### src/rtl/mw_pkg.sv
package mw_pkg;
  typedef enum logic [2:0] {
    K_NONE, K_WEN, K_WDS, K_WRITE, K_WRAL, K_ERASE, K_ERAL
  } kind_t;

  typedef enum logic [2:0] {
    F_IDLE, F_OPC, F_ADDR, F_DATA, F_RD, F_DONE, F_ABORT
  } fstate_t;
endpackage

### src/rtl/mw_sync.sv
module mw_sync #(
  parameter int W = 3
) (
  input  logic         clk,
  input  logic         rst,
  input  logic [W-1:0] d,
  output logic [W-1:0] q
);
  for (genvar i = 0; i < W; i++) begin : g_bit
    logic s1, s2;
    always_ff @(posedge clk) begin
      if (rst) begin
        s1 <= 1'b0;
        s2 <= 1'b0;
      end else begin
        s1 <= d[i];
        s2 <= s1;
      end
    end
    assign q[i] = s2;
  end
endmodule

### src/rtl/mw_frame.sv
module mw_frame
  import mw_pkg::*;
#(
  parameter int DW = 16,
  parameter int AW = 7
) (
  input  logic          clk,
  input  logic          rst,
  input  logic          cs_s,
  input  logic          sk_rise,
  input  logic          di_s,
  input  logic          org,
  input  logic          busy,
  input  logic [DW/2-1:0] rd_hi,
  input  logic [DW/2-1:0] rd_lo,
  output logic          cmd_valid,
  output kind_t         cmd_kind,
  output logic [AW-1:0] cmd_addr,
  output logic [DW-1:0] cmd_data,
  output logic          start_seen,
  output logic          rd_active,
  output logic          rd_bit
);
  localparam int BW = DW / 2;
  localparam int CW = $clog2(DW) + 1;

  fstate_t       state;
  kind_t         kind, kind_n;
  logic [1:0]    opc;
  logic [CW-1:0] cnt, alen, dlen;
  logic [AW-1:0] addr_q, addr_n;
  logic [DW-1:0] data_q, shreg, sel_word;
  logic [1:0]    top2;
  logic          loaded;

  assign alen = org ? CW'(AW - 1) : CW'(AW);
  assign dlen = org ? CW'(DW) : CW'(BW);
  assign sel_word = org ? {rd_hi, rd_lo}
                        : {(addr_q[0] ? rd_hi : rd_lo), {BW{1'b0}}};

  always_comb begin
    addr_n = {addr_q[AW-2:0], di_s};
    top2   = org ? addr_n[AW-2:AW-3] : addr_n[AW-1:AW-2];
    case (opc)
      2'b01:   kind_n = K_WRITE;
      2'b11:   kind_n = K_ERASE;
      2'b10:   kind_n = K_NONE;
      default: case (top2)
        2'b11:   kind_n = K_WEN;
        2'b00:   kind_n = K_WDS;
        2'b01:   kind_n = K_WRAL;
        default: kind_n = K_ERAL;
      endcase
    endcase
  end

  always_ff @(posedge clk) begin
    cmd_valid  <= 1'b0;
    start_seen <= 1'b0;
    if (rst) begin
      state <= F_IDLE; kind <= K_NONE; opc <= '0; cnt <= '0;
      addr_q <= '0; data_q <= '0; shreg <= '0; loaded <= 1'b0;
      rd_active <= 1'b0; rd_bit <= 1'b0;
    end else if (!cs_s) begin
      if (state == F_DONE && kind != K_NONE) cmd_valid <= 1'b1;
      state     <= F_IDLE;
      rd_active <= 1'b0;
    end else if (sk_rise) begin
      case (state)
        F_IDLE: if (di_s && !busy) begin
          state <= F_OPC; cnt <= '0; start_seen <= 1'b1;
          addr_q <= '0; data_q <= '0; kind <= K_NONE;
        end
        F_OPC: begin
          opc <= {opc[0], di_s};
          if (cnt == CW'(1)) begin state <= F_ADDR; cnt <= '0; end
          else cnt <= cnt + 1'b1;
        end
        F_ADDR: begin
          addr_q <= addr_n;
          if (cnt == alen - 1'b1) begin
            cnt <= '0;
            kind <= kind_n;
            if (opc == 2'b10) begin
              state <= F_RD; rd_active <= 1'b1; rd_bit <= 1'b0; loaded <= 1'b0;
            end else if (kind_n == K_WRITE || kind_n == K_WRAL) state <= F_DATA;
            else state <= F_DONE;
          end else cnt <= cnt + 1'b1;
        end
        F_DATA: begin
          data_q <= {data_q[DW-2:0], di_s};
          if (cnt == dlen - 1'b1) state <= F_DONE;
          else cnt <= cnt + 1'b1;
        end
        F_RD: begin
          if (!loaded) begin
            loaded <= 1'b1;
            rd_bit <= sel_word[DW-1];
            shreg  <= {sel_word[DW-2:0], 1'b0};
          end else begin
            rd_bit <= shreg[DW-1];
            shreg  <= {shreg[DW-2:0], 1'b0};
          end
        end
        F_DONE:  state <= F_ABORT;
        default: state <= state;
      endcase
    end
  end

  assign cmd_kind = kind;
  assign cmd_addr = addr_q;
  assign cmd_data = data_q;


  busy_block_chk: assert property (@(posedge clk) disable iff (rst)
    (state == F_IDLE && busy) |=> state == F_IDLE);

  start_chk: assert property (@(posedge clk) disable iff (rst)
    start_seen |-> state == F_OPC);
endmodule

### src/rtl/mw_store.sv
module mw_store
  import mw_pkg::*;
#(
  parameter int DW          = 16,
  parameter int NWORDS      = 64,
  parameter int PROG_CYCLES = 100
) (
  input  logic                    clk,
  input  logic                    rst,
  input  logic                    org,
  input  logic                    cmd_valid,
  input  kind_t                   cmd_kind,
  input  logic [$clog2(NWORDS):0] cmd_addr,
  input  logic [DW-1:0]           cmd_data,
  input  logic [$clog2(NWORDS):0] rd_addr,
  input  logic                    start_seen,
  output logic                    busy,
  output logic                    status,
  output logic [DW/2-1:0]         rd_hi,
  output logic [DW/2-1:0]         rd_lo
);
  localparam int BW   = DW / 2;
  localparam int WA   = $clog2(NWORDS);
  localparam int AW   = WA + 1;
  localparam int TLEN = (PROG_CYCLES > NWORDS) ? PROG_CYCLES : NWORDS;
  localparam int TW   = $clog2(TLEN + 1);

  logic [BW-1:0] mem_hi [NWORDS];
  logic [BW-1:0] mem_lo [NWORDS];

  logic          wen, bulk, en_hi, en_lo, we_hi, we_lo, prog_req, erase;
  logic [TW-1:0] tcnt;
  logic [WA-1:0] waddr_q, wa, ra;
  logic [BW-1:0] d_hi, d_lo, byte_src;

  function automatic logic [WA-1:0] widx(input logic [AW-1:0] a, input logic o);
    return o ? a[WA-1:0] : a[WA:1];
  endfunction

  assign prog_req = cmd_valid && (cmd_kind == K_WRITE || cmd_kind == K_WRAL ||
                                  cmd_kind == K_ERASE || cmd_kind == K_ERAL);
  assign erase    = (cmd_kind == K_ERASE || cmd_kind == K_ERAL);
  assign byte_src = erase ? {BW{1'b1}} : cmd_data[BW-1:0];

  always_ff @(posedge clk) begin
    if (rst) begin
      wen <= 1'b0; busy <= 1'b0; status <= 1'b0; tcnt <= '0; bulk <= 1'b0;
      en_hi <= 1'b0; en_lo <= 1'b0; waddr_q <= '0; d_hi <= '0; d_lo <= '0;
    end else begin
      if (start_seen) status <= 1'b0;
      if (cmd_valid && cmd_kind == K_WEN) wen <= 1'b1;
      if (cmd_valid && cmd_kind == K_WDS) wen <= 1'b0;
      if (prog_req && wen && !busy) begin
        busy    <= 1'b1;
        status  <= 1'b1;
        tcnt    <= '0;
        bulk    <= (cmd_kind == K_WRAL || cmd_kind == K_ERAL);
        waddr_q <= widx(cmd_addr, org);
        if (org) begin
          d_hi  <= erase ? {BW{1'b1}} : cmd_data[DW-1:BW];
          d_lo  <= byte_src;
          en_hi <= 1'b1;
          en_lo <= 1'b1;
        end else begin
          d_hi  <= byte_src;
          d_lo  <= byte_src;
          en_hi <= (cmd_kind == K_WRAL || cmd_kind == K_ERAL) || cmd_addr[0];
          en_lo <= (cmd_kind == K_WRAL || cmd_kind == K_ERAL) || !cmd_addr[0];
        end
      end else if (busy) begin
        tcnt <= tcnt + 1'b1;
        if (tcnt == TW'(TLEN - 1)) busy <= 1'b0;
      end
    end
  end

  assign we_hi = busy && en_hi && (bulk ? (tcnt < TW'(NWORDS)) : (tcnt == '0));
  assign we_lo = busy && en_lo && (bulk ? (tcnt < TW'(NWORDS)) : (tcnt == '0));
  assign wa    = bulk ? tcnt[WA-1:0] : waddr_q;
  assign ra    = widx(rd_addr, org);

  always_ff @(posedge clk) begin
    if (we_hi) mem_hi[wa] <= d_hi;
    rd_hi <= mem_hi[ra];
  end

  always_ff @(posedge clk) begin
    if (we_lo) mem_lo[wa] <= d_lo;
    rd_lo <= mem_lo[ra];
  end


  prog_gate_chk: assert property (@(posedge clk) disable iff (rst)
    $rose(busy) |-> $past(wen) && $past(cmd_valid));

  wen_set_chk: assert property (@(posedge clk) disable iff (rst)
    $rose(wen) |-> $past(cmd_valid) && $past(cmd_kind) == K_WEN);

  ready_hold_chk: assert property (@(posedge clk) disable iff (rst)
    $fell(busy) |-> status);
endmodule

### src/rtl/mw_eeprom_slave.sv
module mw_eeprom_slave
  import mw_pkg::*;
#(
  parameter int DW          = 16,
  parameter int NWORDS      = 64,
  parameter int PROG_CYCLES = 100
) (
  input  logic clk,
  input  logic rst,
  input  logic sel,
  input  logic sclk,
  input  logic sdi,
  input  logic org_wide,
  output logic so_val,
  output logic so_oe
);
  localparam int AW = $clog2(NWORDS) + 1;
  localparam int BW = DW / 2;

  logic [2:0]    sync_q;
  logic          cs_s, sk_s, di_s, sk_d, sk_rise;
  logic          cmd_valid, start_seen, rd_active, rd_bit, busy, status;
  kind_t         cmd_kind;
  logic [AW-1:0] cmd_addr;
  logic [DW-1:0] cmd_data;
  logic [BW-1:0] rd_hi, rd_lo;

  mw_sync #(.W(3)) u_sync (
    .clk(clk), .rst(rst), .d({sel, sclk, sdi}), .q(sync_q)
  );
  assign {cs_s, sk_s, di_s} = sync_q;

  always_ff @(posedge clk) begin
    if (rst) sk_d <= 1'b0;
    else     sk_d <= sk_s;
  end
  assign sk_rise = sk_s && !sk_d;

  mw_frame #(.DW(DW), .AW(AW)) u_frame (
    .clk(clk), .rst(rst), .cs_s(cs_s), .sk_rise(sk_rise), .di_s(di_s),
    .org(org_wide), .busy(busy), .rd_hi(rd_hi), .rd_lo(rd_lo),
    .cmd_valid(cmd_valid), .cmd_kind(cmd_kind), .cmd_addr(cmd_addr),
    .cmd_data(cmd_data), .start_seen(start_seen), .rd_active(rd_active),
    .rd_bit(rd_bit)
  );

  mw_store #(.DW(DW), .NWORDS(NWORDS), .PROG_CYCLES(PROG_CYCLES)) u_store (
    .clk(clk), .rst(rst), .org(org_wide), .cmd_valid(cmd_valid),
    .cmd_kind(cmd_kind), .cmd_addr(cmd_addr), .cmd_data(cmd_data),
    .rd_addr(cmd_addr), .start_seen(start_seen), .busy(busy),
    .status(status), .rd_hi(rd_hi), .rd_lo(rd_lo)
  );

  always_ff @(posedge clk) begin
    if (rst) begin
      so_oe  <= 1'b0;
      so_val <= 1'b0;
    end else begin
      so_oe  <= cs_s && (rd_active || status);
      so_val <= rd_active ? rd_bit : (status && !busy);
    end
  end


  oe_off_chk: assert property (@(posedge clk) disable iff (rst)
    !cs_s |=> !so_oe);
endmodule

### config.mk
export PLATFORM = sky130hd
export DESIGN_NAME = mw_eeprom_slave
export DESIGN_NICKNAME = d
export VERILOG_FILES = /design/src/rtl/mw_pkg.sv /design/src/rtl/mw_sync.sv /design/src/rtl/mw_frame.sv /design/src/rtl/mw_store.sv /design/src/rtl/mw_eeprom_slave.sv
export SDC_FILE = /design/constraint.sdc
export NUM_CORES = 2
export LEC_CHECK = 0
export ABC_CLOCK_PERIOD_IN_PS = 6400
export BUFFER_PORTS_ARGS = -buffer_cell sky130_fd_sc_hd__buf_2
export CAP_MARGIN = 25
export CORE_ASPECT_RATIO = 0.7
export CORE_MARGIN = 4
export CORE_UTILIZATION = 45
export DETAILED_ROUTE_END_ITERATION = 10
export RECOVER_POWER = 25
export SETUP_SLACK_MARGIN = 0.02
export SLEW_MARGIN = 40
export SYNTH_ARGS = -nofsm -noshare
export SYNTH_HDL_FRONTEND = slang
export SYNTH_SLANG_ARGS = --single-unit
### constraint.sdc
create_clock -name clk -period 6.4 [get_ports clk]
set_input_delay 1.28 -clock clk [delete_from_list [all_inputs] [get_ports clk]]
set_output_delay 1.28 -clock clk [all_outputs]
set_load 0.02 [all_outputs]
==> summary.md <==
| Metric | Value |
|---|---|
| Outcome | finished with violations |
| Failing checks | max-capacitance violations, max-slew violations |
| IO Port Bufs | 7 |
| Period utilization | 0.615 |
| Slowest cell delay on critical path | 700 ps |
| Final net count | 3521 |
| Asr flop ratio synth | 0 |
| CTS buffer count | 109 |
| Synth warn | 0 |
| Clock sink total | 1140 |
| DPL Wire Length | 87.3 mm |
| Largest net degree at the start of global routing | 106 |
| Clock-pin slew on the worst setup and hold paths | 60 ps |
| Critical Path Source Type | input port |
| Synth Instances | 3588 |
| Post-route cell area | 0.0570 mm^2 |
| FF-to-FF Start | u_store.d_hi[2] |
| Clk buf depth | 3 |
| DIE WIDTH | 414 um |
| First-pass GRT wire length | 211 mm |
| CTS root buf | clkbuf_16 |
| DRC viols | 0 |
| CTS tree | yes |
| Drt total wl | 145 mm |
| Area Growth Syn to Fin | 9.97% |
| Via count | 32200 |
| Seq/Total Area, Yosys | 0.638 |
| Die Area | 0.121 mm^2 |
| Depth of the worst register-to-register path | 1 |
| Pleak | 16.0 nW |
| # resized after CTS | 0 |
| Syn Nets | 3599 |
| Pwr dens | 257 mW/mm^2 |
| Initial DRT Pass Iterations | 5 |
| Tightest Hold Check Type | reg2reg |
| Distinct cells, synth | 65 |
| Gr usage total | 0.235 |
| Peak VDD IR | 206 uV |
| Commonest non-fill, non-tap cells in the layout | edfxtp_1 (1024), mux2i_1 (792), a22oi_1 (411) |
| Most common cell after layout, fill and taps aside | edfxtp_1 |
| FF-to-FF End | u_store.mem_hi[43][2] |
| Fin. Hold Viols | 0 |
| Worst Max-Slew Pin Slew | 3810 ps |
| Initial antenna violation count | 6 |
| Core box area | 0.114 mm^2 |
| Vias in the first global route | 30300 |
| Multi-input gate area | 0.0176 mm^2 |
| Max-slew violation count | 621 |
| Tot Pwr | 14.6 mW |
| Ports | 8 |
| Synthesized cell area | 0.0519 mm^2 |
| Number of synthesized flops with an enable pin | 1024 |
| Arrival @ worst endpoint | 4490 ps |
| Drt wl/cell | 28.2 um |
| # setup viols final | 0 |
| Fin util | 0.502 |
| Worst path depth | 8 |
| Clock Skews | 24.8 ps |
| Req. time, crit path | 6960 ps |
| Remaining global-route overflow | 0 |
| Core Rows | 103 |
| Worst path bufs/invs | 3 |
| Hold path depth | 2 |
| Routed Antenna Nets | 0 |
| Delay-heaviest family, CP | simple AND/OR/NAND/NOR gates |
| Maxcap violations | 11 |
| Hold_sp | u_frame.shreg[13] |
| Max-slew headroom | -1.54 |
| #FFs+latches synth | 1140 |
| Critical path, cell by cell | buf_2 -> buf_4 -> nor2b_4 -> buf_12 -> a221oi_1 -> a32o_1 -> nor4_1 -> o21ai_1 |
| Final min period | 3940 ps |
| RSZ-0062 raised after global routing | no |
| Sequential cell area | 0.0331 mm^2 |
| Initial Util | 0.457 |
| Hold Path End | u_frame.shreg[13] |
| Fillers | 9459 |
| Ys flop type | edfxtp_1 |
| Vias per cell | 6.29 |
| Clk_lat worst skew | 720 ps |
| Setup TNS | 0 ps |
| Final GP Congestion | 0.835 |
| WS Path Type | in2reg |
| CP endpoint kind | flip-flop |
| Max H-tree Level | 3 |
| Die Y | 292 um |
| Crit-path slowest cell | nor4_1 |
| Maximum fanout along the worst path | 58 |
| R2r setup slk | 2600 ps |
| Mapped Avg Cell Area | 14.5 um^2 |
| 1st-iter DRT viols | 3648 |
| FMAX | 254 MHz |
| Share of cells above drive strength 1 | 0.118 |
| Post-CTS setup buffers | 0 |
| Post-DP Area | 0.0534 mm^2 |
| CTS Hold Bufs | 0 |
[cells by family (layout without fill, tap and decap cells)]
| kind of cell | Yosys count | in the layout | synth area share |
|---|---|---|---|
| buffers and inverters | 294 | 310 | 0.0280 |
| adder cells (fa/ha/maj) | 5 | 5 | 0.00121 |
| AND/OR/NAND/NOR | 621 | 621 | 0.0549 |
| other | 0 | 2 | 0 |
| multiplexers | 876 | 876 | 0.186 |
| AO/OA/AOI/OAI | 641 | 641 | 0.0901 |
| flip-flops | 1140 | 1140 | 0.638 |
| XOR/XNOR | 11 | 11 | 0.00186 |
[power by group]
| part | internal [mW] | total, mW | switching [mW] |
|---|---|---|---|
| clock | 3.68 | 6.48 | 2.80 |
| combinational | 0.0480 | 0.161 | 0.113 |
| sequential | 7.98 | 7.99 | 0.00342 |
[area by class of cell]
class,count,share of cell area
Tap cell,1522,0.0334
Inverter,17,0.00112
Clock inverter,61,0.0102
Sequential cell,1140,0.580
Clock buffer,144,0.0518
Timing Repair Buffer,88,0.0139
Antenna cell,2,0.0000878
Multi-Input combinational cell,2154,0.309
[metrics by stage]
| stage | instances | setup WS, ps | hold slack (ps) |
|---|---|---|---|
| after floorplan | 3588 | 3230 | 414 |
| after global placement | 4918 | 1800 | 443 |
| after detailed placement | 4919 | 1840 | 440 |
| after CTS | 5124 | 2590 | 457 |
| after global routing | 5127 | 2350 | 479 |
| final | 5128 | 2460 | 457 |
[synth_stat cells, types with 13 or more instances]
library cell | instances | share of area
a21oi_1 | 38 | 0.0037
a221oi_1 | 16 | 0.0027
a22oi_1 | 411 | 0.060
a31oi_1 | 48 | 0.0058
and3_1 | 15 | 0.0018
buf_1 | 22 | 0.0016
buf_2 | 90 | 0.0087
buf_4 | 54 | 0.0078
clkbuf_1 | 106 | 0.0077
dfxtp_1 | 116 | 0.045
edfxtp_1 | 1024 | 0.59
inv_1 | 16 | 0.0012
mux2_2 | 13 | 0.0028
mux2i_1 | 794 | 0.15
mux4_2 | 68 | 0.030
nand2_1 | 89 | 0.0064
nand2b_1 | 15 | 0.0018
nand3_1 | 203 | 0.020
nor2_1 | 230 | 0.017
nor2b_1 | 17 | 0.0021
nor3_1 | 17 | 0.0016
o21ai_0 | 19 | 0.0018
o22ai_1 | 20 | 0.0024
[per-layer routing]
layer  wire length (um)  vias to the layer above  GRT usage
met2              59100                     1324      0.319
met3              13400                      195     0.0569
met1              69400                    16600      0.379
met4               2850                        0     0.0486
met5                  0                        -          0
li1                   -                    14100          -
[state kept, by name (all words and copies together) (netlist names), 2 cells and up]
| register | flops |
|---|---|
| u_sync.g_bit.s2 | 3 |
| u_frame.shreg | 15 |
| u_frame.cmd_addr | 7 |
| u_store.tcnt | 7 |
| u_frame.state | 3 |
| u_store.waddr_q | 6 |
| u_store.d_lo | 8 |
| u_frame.cmd_data | 16 |
| u_store.rd_lo | 8 |
| u_frame.cmd_kind | 3 |
| u_store.d_hi | 8 |
| u_store.mem_hi | 512 |
| u_frame.opc | 2 |
| u_frame.cnt | 5 |
| u_store.rd_hi | 8 |
| u_sync.g_bit.s1 | 3 |
| u_store.mem_lo | 512 |
[worst max path at each step]
stage | from | endpoint | slack [ps]
2_1_floorplan | org_wide | u_frame.state[2] | 3230
3_3_place_gp | org_wide | u_store.rd_hi[6] | 1800
3_5_place_dp | org_wide | u_store.rd_hi[5] | 1840
4_1_cts | org_wide | u_store.rd_hi[5] | 2590
5_1_grt | org_wide | u_store.rd_lo[1] | 2350
6_report | org_wide | u_store.rd_hi[5] | 2460
Note: power is estimated with default switching activity, not from simulation.
